[src/rtl/vic_pkg.sv]
package vic_pkg;
    localparam int unsigned N_SRC      = 64;
    localparam int unsigned HALF       = N_SRC / 2;
    localparam int unsigned PRIO_W     = 4;
    localparam int unsigned MASK_W     = 5;
    localparam int unsigned IDX_W      = $clog2(N_SRC);
    localparam int unsigned WORD_W     = 32;
    localparam int unsigned PRIO_BITS  = N_SRC * PRIO_W;

    localparam logic [6:0] A_CTRL = 7'h00;
    localparam logic [6:0] A_MASK = 7'h04;
    localparam logic [6:0] A_ENUM = 7'h08;
    localparam logic [6:0] A_DNUM = 7'h0C;
    localparam logic [6:0] A_ENH  = 7'h10;
    localparam logic [6:0] A_ENL  = 7'h14;
    localparam logic [6:0] A_TYH  = 7'h18;
    localparam logic [6:0] A_TYL  = 7'h1C;
    localparam logic [6:0] A_NVEC = 7'h40;
    localparam logic [6:0] A_FVEC = 7'h44;
    localparam logic [6:0] A_SRCH = 7'h48;
    localparam logic [6:0] A_SRCL = 7'h4C;
    localparam logic [6:0] A_FRCH = 7'h50;
    localparam logic [6:0] A_FRCL = 7'h54;
    localparam logic [6:0] A_NPH  = 7'h58;
    localparam logic [6:0] A_NPL  = 7'h5C;
    localparam logic [6:0] A_FPH  = 7'h60;
    localparam logic [6:0] A_FPL  = 7'h64;

    typedef struct packed {
        logic [WORD_W-1:0]    ctrl;
        logic [MASK_W-1:0]    mask;
        logic [N_SRC-1:0]     en;
        logic [N_SRC-1:0]     typ;
        logic [N_SRC-1:0]     frc;
        logic [N_SRC-1:0]     src;
        logic [PRIO_BITS-1:0] prio;
        logic [WORD_W-1:0]    rdata;
    } regs_t;
endpackage

[src/rtl/vic_regs.sv]
module vic_regs
    import vic_pkg::*;
(
    input  logic                 clk,
    input  logic                 rst_n,
    input  logic                 bus_valid,
    input  logic                 bus_write,
    input  logic [6:0]           bus_addr,
    input  logic [WORD_W-1:0]    bus_wdata,
    input  logic [N_SRC-1:0]     src_in,
    input  logic [N_SRC-1:0]     npend,
    input  logic [N_SRC-1:0]     fpend,
    input  logic [WORD_W-1:0]    nvec_word,
    input  logic [WORD_W-1:0]    fvec_word,
    output logic [N_SRC-1:0]     en_o,
    output logic [N_SRC-1:0]     typ_o,
    output logic [N_SRC-1:0]     frc_o,
    output logic [N_SRC-1:0]     src_o,
    output logic [PRIO_BITS-1:0] prio_o,
    output logic [MASK_W-1:0]    mask_o,
    output logic [WORD_W-1:0]    rdata_o
);
    localparam logic [MASK_W-1:0] MASK_RST = '1;

    regs_t r_d, r_q;

    logic       is_prio;
    logic [2:0] prio_word;
    logic       num_ok;
    logic [WORD_W-1:0] rd_mux;

    always_comb begin
        is_prio   = (bus_addr[6:5] == 2'b01) && (bus_addr[1:0] == 2'b00);
        prio_word = 3'd7 - bus_addr[4:2];
        num_ok    = (bus_wdata < WORD_W'(N_SRC));

        rd_mux = '0;
        if (is_prio) begin
            rd_mux = r_q.prio[{prio_word, 5'b0} +: WORD_W];
        end else begin
            case (bus_addr)
                A_CTRL: rd_mux = r_q.ctrl;
                A_MASK: rd_mux = WORD_W'(r_q.mask);
                A_ENH:  rd_mux = r_q.en[N_SRC-1:HALF];
                A_ENL:  rd_mux = r_q.en[HALF-1:0];
                A_TYH:  rd_mux = r_q.typ[N_SRC-1:HALF];
                A_TYL:  rd_mux = r_q.typ[HALF-1:0];
                A_NVEC: rd_mux = nvec_word;
                A_FVEC: rd_mux = fvec_word;
                A_SRCH: rd_mux = r_q.src[N_SRC-1:HALF];
                A_SRCL: rd_mux = r_q.src[HALF-1:0];
                A_FRCH: rd_mux = r_q.frc[N_SRC-1:HALF];
                A_FRCL: rd_mux = r_q.frc[HALF-1:0];
                A_NPH:  rd_mux = npend[N_SRC-1:HALF];
                A_NPL:  rd_mux = npend[HALF-1:0];
                A_FPH:  rd_mux = fpend[N_SRC-1:HALF];
                A_FPL:  rd_mux = fpend[HALF-1:0];
                default: rd_mux = '0;
            endcase
        end
    end

    always_comb begin
        r_d     = r_q;
        r_d.src = src_in;
        if (bus_valid && !bus_write) begin
            r_d.rdata = rd_mux;
        end
        if (bus_valid && bus_write) begin
            if (is_prio) begin
                r_d.prio[{prio_word, 5'b0} +: WORD_W] = bus_wdata;
            end else begin
                case (bus_addr)
                    A_CTRL: r_d.ctrl = bus_wdata;
                    A_MASK: r_d.mask = bus_wdata[MASK_W-1:0];
                    A_ENUM: if (num_ok) r_d.en[bus_wdata[IDX_W-1:0]] = 1'b1;
                    A_DNUM: if (num_ok) r_d.en[bus_wdata[IDX_W-1:0]] = 1'b0;
                    A_ENH:  r_d.en[N_SRC-1:HALF]  = bus_wdata;
                    A_ENL:  r_d.en[HALF-1:0]      = bus_wdata;
                    A_TYH:  r_d.typ[N_SRC-1:HALF] = bus_wdata;
                    A_TYL:  r_d.typ[HALF-1:0]     = bus_wdata;
                    A_FRCH: r_d.frc[N_SRC-1:HALF] = bus_wdata;
                    A_FRCL: r_d.frc[HALF-1:0]     = bus_wdata;
                    default: ;
                endcase
            end
        end
    end

    always_ff @(posedge clk) begin
        if (!rst_n) begin
            r_q      <= '0;
            r_q.mask <= MASK_RST;
        end else begin
            r_q <= r_d;
        end
    end

    assign en_o    = r_q.en;
    assign typ_o   = r_q.typ;
    assign frc_o   = r_q.frc;
    assign src_o   = r_q.src;
    assign prio_o  = r_q.prio;
    assign mask_o  = r_q.mask;
    assign rdata_o = r_q.rdata;

    // enable-by-number sets the addressed bit
    p_enum_set_r4: assert property (@(posedge clk) disable iff (!rst_n)
        (bus_valid && bus_write && bus_addr == A_ENUM && bus_wdata < 32'd64)
        |=> r_q.en[$past(bus_wdata[IDX_W-1:0])]);

    // disable-by-number clears the addressed bit
    p_dnum_clr_r4: assert property (@(posedge clk) disable iff (!rst_n)
        (bus_valid && bus_write && bus_addr == A_DNUM && bus_wdata < 32'd64)
        |=> !r_q.en[$past(bus_wdata[IDX_W-1:0])]);

    // out-of-range numbers leave the enables alone
    p_num_range_r4: assert property (@(posedge clk) disable iff (!rst_n)
        (bus_valid && bus_write && (bus_addr == A_ENUM || bus_addr == A_DNUM)
         && bus_wdata >= 32'd64)
        |=> $stable(r_q.en));
endmodule

[src/rtl/vic_norm_arb.sv]
module vic_norm_arb
    import vic_pkg::*;
(
    input  logic [N_SRC-1:0]     pend,
    input  logic [PRIO_BITS-1:0] prio,
    output logic                 found,
    output logic [IDX_W-1:0]     idx,
    output logic [PRIO_W-1:0]    level
);
    always_comb begin
        found = 1'b0;
        idx   = '0;
        level = '0;
        for (int i = 0; i < N_SRC; i++) begin
            if (pend[i] && (!found || prio[i*PRIO_W +: PRIO_W] >= level)) begin
                found = 1'b1;
                idx   = IDX_W'(i);
                level = prio[i*PRIO_W +: PRIO_W];
            end
        end
    end
endmodule

[src/rtl/vic_fast_pick.sv]
module vic_fast_pick
    import vic_pkg::*;
(
    input  logic [N_SRC-1:0] pend,
    output logic             found,
    output logic [IDX_W-1:0] idx
);
    always_comb begin
        found = 1'b0;
        idx   = '0;
        for (int i = 0; i < N_SRC; i++) begin
            if (pend[i]) begin
                found = 1'b1;
                idx   = IDX_W'(i);
            end
        end
    end
endmodule

[src/rtl/vic64_ctrl.sv]
module vic64_ctrl
    import vic_pkg::*;
(
    input  logic        clk,
    input  logic        rst_n,
    input  logic        bus_valid,
    input  logic        bus_write,
    input  logic [6:0]  bus_addr,
    input  logic [31:0] bus_wdata,
    output logic [31:0] bus_rdata,
    input  logic [63:0] src_lines,
    output logic        irq_norm,
    output logic        irq_fast
);
    localparam logic [15:0] NONE = 16'hFFFF;

    logic [N_SRC-1:0]     en_q, typ_q, frc_q, src_q;
    logic [PRIO_BITS-1:0] prio_q;
    logic [MASK_W-1:0]    mask_q;
    logic [N_SRC-1:0]     live, npend, fpend;
    logic                 n_found, f_found;
    logic [IDX_W-1:0]     n_idx, f_idx;
    logic [PRIO_W-1:0]    n_level;
    logic [WORD_W-1:0]    nvec_word, fvec_word;

    always_comb begin
        live  = src_q | frc_q;
        npend = live & en_q & ~typ_q;
        fpend = live & en_q & typ_q;
    end

    vic_regs i_regs (
        .clk       (clk),
        .rst_n     (rst_n),
        .bus_valid (bus_valid),
        .bus_write (bus_write),
        .bus_addr  (bus_addr),
        .bus_wdata (bus_wdata),
        .src_in    (src_lines),
        .npend     (npend),
        .fpend     (fpend),
        .nvec_word (nvec_word),
        .fvec_word (fvec_word),
        .en_o      (en_q),
        .typ_o     (typ_q),
        .frc_o     (frc_q),
        .src_o     (src_q),
        .prio_o    (prio_q),
        .mask_o    (mask_q),
        .rdata_o   (bus_rdata)
    );

    vic_norm_arb i_narb (
        .pend  (npend),
        .prio  (prio_q),
        .found (n_found),
        .idx   (n_idx),
        .level (n_level)
    );

    vic_fast_pick i_fpick (
        .pend  (fpend),
        .found (f_found),
        .idx   (f_idx)
    );

    always_comb begin
        nvec_word = n_found
            ? {{(16-IDX_W){1'b0}}, n_idx, {(16-PRIO_W){1'b0}}, n_level}
            : {NONE, 16'h0000};
        fvec_word = f_found
            ? {{(16-IDX_W){1'b0}}, f_idx, 16'h0000}
            : {NONE, 16'h0000};
        irq_norm  = n_found && ({1'b0, n_level} > mask_q);
        irq_fast  = |fpend;
    end

    // the reported winner is itself normal-pending
    p_win_pending_r6: assert property (@(posedge clk) disable iff (!rst_n)
        n_found |-> npend[n_idx]);

    // a normal request implies a valid vector
    p_norm_vec_r7: assert property (@(posedge clk) disable iff (!rst_n)
        irq_norm |-> (nvec_word[31:16] != NONE));

    // the fast request agrees with the fast vector
    p_fast_vec_r8: assert property (@(posedge clk) disable iff (!rst_n)
        irq_fast == (fvec_word[31:16] != NONE));

    // no line is pending on both paths at once
    p_path_excl_r3: assert property (@(posedge clk) disable iff (!rst_n)
        (npend & fpend) == '0);
endmodule

[config.mk]
export PLATFORM = sky130hd
export DESIGN_NAME = vic64_ctrl
export DESIGN_NICKNAME = d
export VERILOG_FILES = /design/src/rtl/vic_pkg.sv /design/src/rtl/vic_regs.sv /design/src/rtl/vic_norm_arb.sv /design/src/rtl/vic_fast_pick.sv /design/src/rtl/vic64_ctrl.sv
export SDC_FILE = /design/constraint.sdc
export NUM_CORES = 2
export LEC_CHECK = 0
export BUFFER_PORTS_ARGS = -buffer_cell sky130_fd_sc_hd__buf_2
export CAP_MARGIN = 20
export CORE_ASPECT_RATIO = 1.25
export CORE_MARGIN = 5
export CORE_UTILIZATION = 40
export DETAILED_ROUTE_END_ITERATION = 8
export MAX_ROUTING_LAYER = met4
export PLACE_DENSITY = 0.63
export SYNTH_ARGS = -nofsm -noshare
export SYNTH_HDL_FRONTEND = slang
export SYNTH_SLANG_ARGS = --single-unit
[constraint.sdc]
create_clock -name clk -period 123.9 [get_ports clk]
set_input_delay 24.78 -clock clk [delete_from_list [all_inputs] [get_ports clk]]
set_output_delay 24.78 -clock clk [all_outputs]
set_load 0.05 [all_outputs]
==> reports/results.ini <==
[layout]
drive_gt1_share_pct = 19.1
layout.nets = 6120
layout-area-overhead-vs-synth_pct = 18.5
fin_area_um2 = 49700
fin_cells = 7221
n_fill_cell = 10400

[logic_synthesis]
synth_top_cell_area_share_pct = 27.7
syn_area_um2 = 42000
async_flop_share_pct = 0
synth_nets = 5892
synth-edff-count = 0
postSynthCellCount = 5579
synth.most_common_cell = nand2_1
synth.distinct_cells = 126
ys_warn_count = 0
synth_area_per_cell_um2 = 7.53
yosys.area.top_type = dfxtp_1
synth_seq_cells = 581
synth_ff_type = dfxtp_1
synth.area.top_cells = dfxtp_1, nand2_1, a21boi_0, ha_1, o21ai_0
yosys-top-cells-count = nand2_1, dfxtp_1, a21boi_0
yosysSeqAreaShare_pct = 27.7

[worst_setup_path]
worstPathArrival_ns = 94.97
end_kind = output port
path_class = register to output port
worstPathRequired_ns = 99.12
max_stage_delay_ns = 0.45
startpoint_type = register
critical_path_buf_inv_count = 48
crit_path_frequent_cell = ha_1
slowest_stage = nor3_4
cp_top_family = compound AO/OA/AOI/OAI gates
worst-path-max-fanout = 9

[pwr]
ir_worst_vdd_v = 0.0000101
fin_total_pwr_uw = 441
power_leakage_uw = 0.0182
power.density_nw_per_um2 = 8.87

[die]
start_util_pct = 40.1
die-area_um2 = 112000
coreArea_um2 = 105000
die_height_um = 372
top_level_ports = 141
die_x_um = 300
row_count = 133

[flow_run]
drv_cap = 0

[global_routing]
antenna_found_initial = 16
grt.total_usage_pct = 40.1
grt_pass1_wl_um = 316000
grtUsageMet1_pct = 46.8
met2_usage_pct = 59.2
met3_usage_pct = 8.17
grt_pass1_vias = 42500
grt_max_degree = 181
gr-total-overflow = 0
top_usage_layer = met2

[timing]
setup_viol = 0
tns_ns = 0
hold_viol = 0
post-route-min-period_ns = 119.75
max-slew-margin-rel_pct = 10.6
fmax_ghz = 0.00835
fin_skew_ns = 0.0378
maxSlewViolCount = 0
holdWs_ns = 0.470
fin_crit_sh_pct = 96.6
worstMarginPinSlew_ns = 1.33

[detailed_routing]
drt_iter0_drc = 6819
num_vias = 47000
first_pass_iters = 9
routed_wl_um = 230000
avgRoutedWirePerCell_um = 31.9
drc_errors = 0
vias_per_cell = 6.51
postRouteAntennaNets = 0

[clock_tree]
clock-sinks = 581
cts_tree = done
insertion_delay_ns = 0.70
ctsHoldBuffers = 0
htree_levels = 3
numCtsBuffers = 69
cts.reportedPaths.clkPinSlew_ns = 0.06
clockBufferDepth = 3
cts_root_buf = clkbuf_16

[place]
hpwl_um = 168000
gp_congestion = 1.07
post-place-cells = 6984
port_buffers = 140
place_area_um2 = 45200

[run_status]
outcome = finished, final reports clean

[min_path]
min-delay-path-class = register to register

cells by family after synthesis:
kind of cell	synth area share, %
buffers and inverters	5.70
adders and majority gates	6.23
and+or+nand+nor	22.4
AOI/OAI and AO/OA	32.4
DFF	27.7
muxes	5.55
per-layer routing:
| metal | part of all wire [%] | up-vias |
|---|---|---|
| li1 | - | 20500 |
| met1 | 37 | 22500 |
| met2 | 42 | 3073 |
| met3 | 10 | 895 |
| met4 | 11 | 0 |
| met5 | 0 | - |
report_power, final:
group          switching, µW  leakage (µW)  internal (µW)
combinational           21.8        0.0124           7.78
clock                   95.1       0.00114            125
sequential              2.81       0.00470            189
total                    120        0.0182            322
tightest hold or removal path: stages, from the launching register on:
cell and delay (ns):
dfxtp_1 0.31, nand2_1 0.05, a21boi_0 0.06
sequential cells by signal, summed over array words and instances (netlist names):
name / flops
i_regs.frc_o: 64
i_regs.src_o: 64
i_regs.mask_o: 5
i_regs.en_o: 64
i_regs.r_q: 32
i_regs.rdata_o: 32
i_regs.typ_o: 64
i_regs.prio_o: 256
metrics by stage:
step	setup WS [ns]	util [%]
2_1_floorplan	1.39	-
3_3_place_gp	0.294	43.1
3_5_place_dp	-1.54	43.2
4_1_cts	0.00411	45.6
5_1_grt	-0.880	47.5
6_report	4.15	47.5
layout by cell type (no fill, tap or decap), drive strengths merged, types with 147 or more instances in the layout:
| master | n |
|---|---|
| nand2 | 1130 |
| dfxtp | 581 |
| buf | 539 |
| a21boi | 451 |
| o21ai | 415 |
| nor2 | 322 |
| a21oi | 295 |
| inv | 211 |
| ha | 206 |
| and2 | 170 |
| a22oi | 147 |
repair_timing:
item                                    in CTS  in global routing
setup buffers                                9                 88
gates resized for setup                     41                316
endpoints found under the setup margin       1                  1
cloned                                       0                  2
pin swaps                                    7                176
final cells by class:
cell class                 instances  area [µm²]  share of cell area (%)
antenna                           12        30.0                  0.0604
multi-input combinational       4406       29500                    59.2
timing repair buffer             541        3790                    7.62
clock inverter                    31         425                   0.855
tap                             1350        1690                    3.40
inverter                         208         781                    1.57
sequential                       581       11600                    23.4
clock buffer                      92        1920                    3.87
final timing paths:
kind,slack (ns),to,startpoint,cells past startpoint
setup / recovery,4.15,irq_norm,i_regs.src_o[0],541
setup reg to reg,29.91,i_regs.rdata_o[19],i_regs.src_o[0],537
hold / removal,0.47,i_regs.r_q[575],i_regs.r_q[575],2
hold reg to reg,0.47,i_regs.r_q[575],i_regs.r_q[575],2
Power figures use the tool's default switching activity.
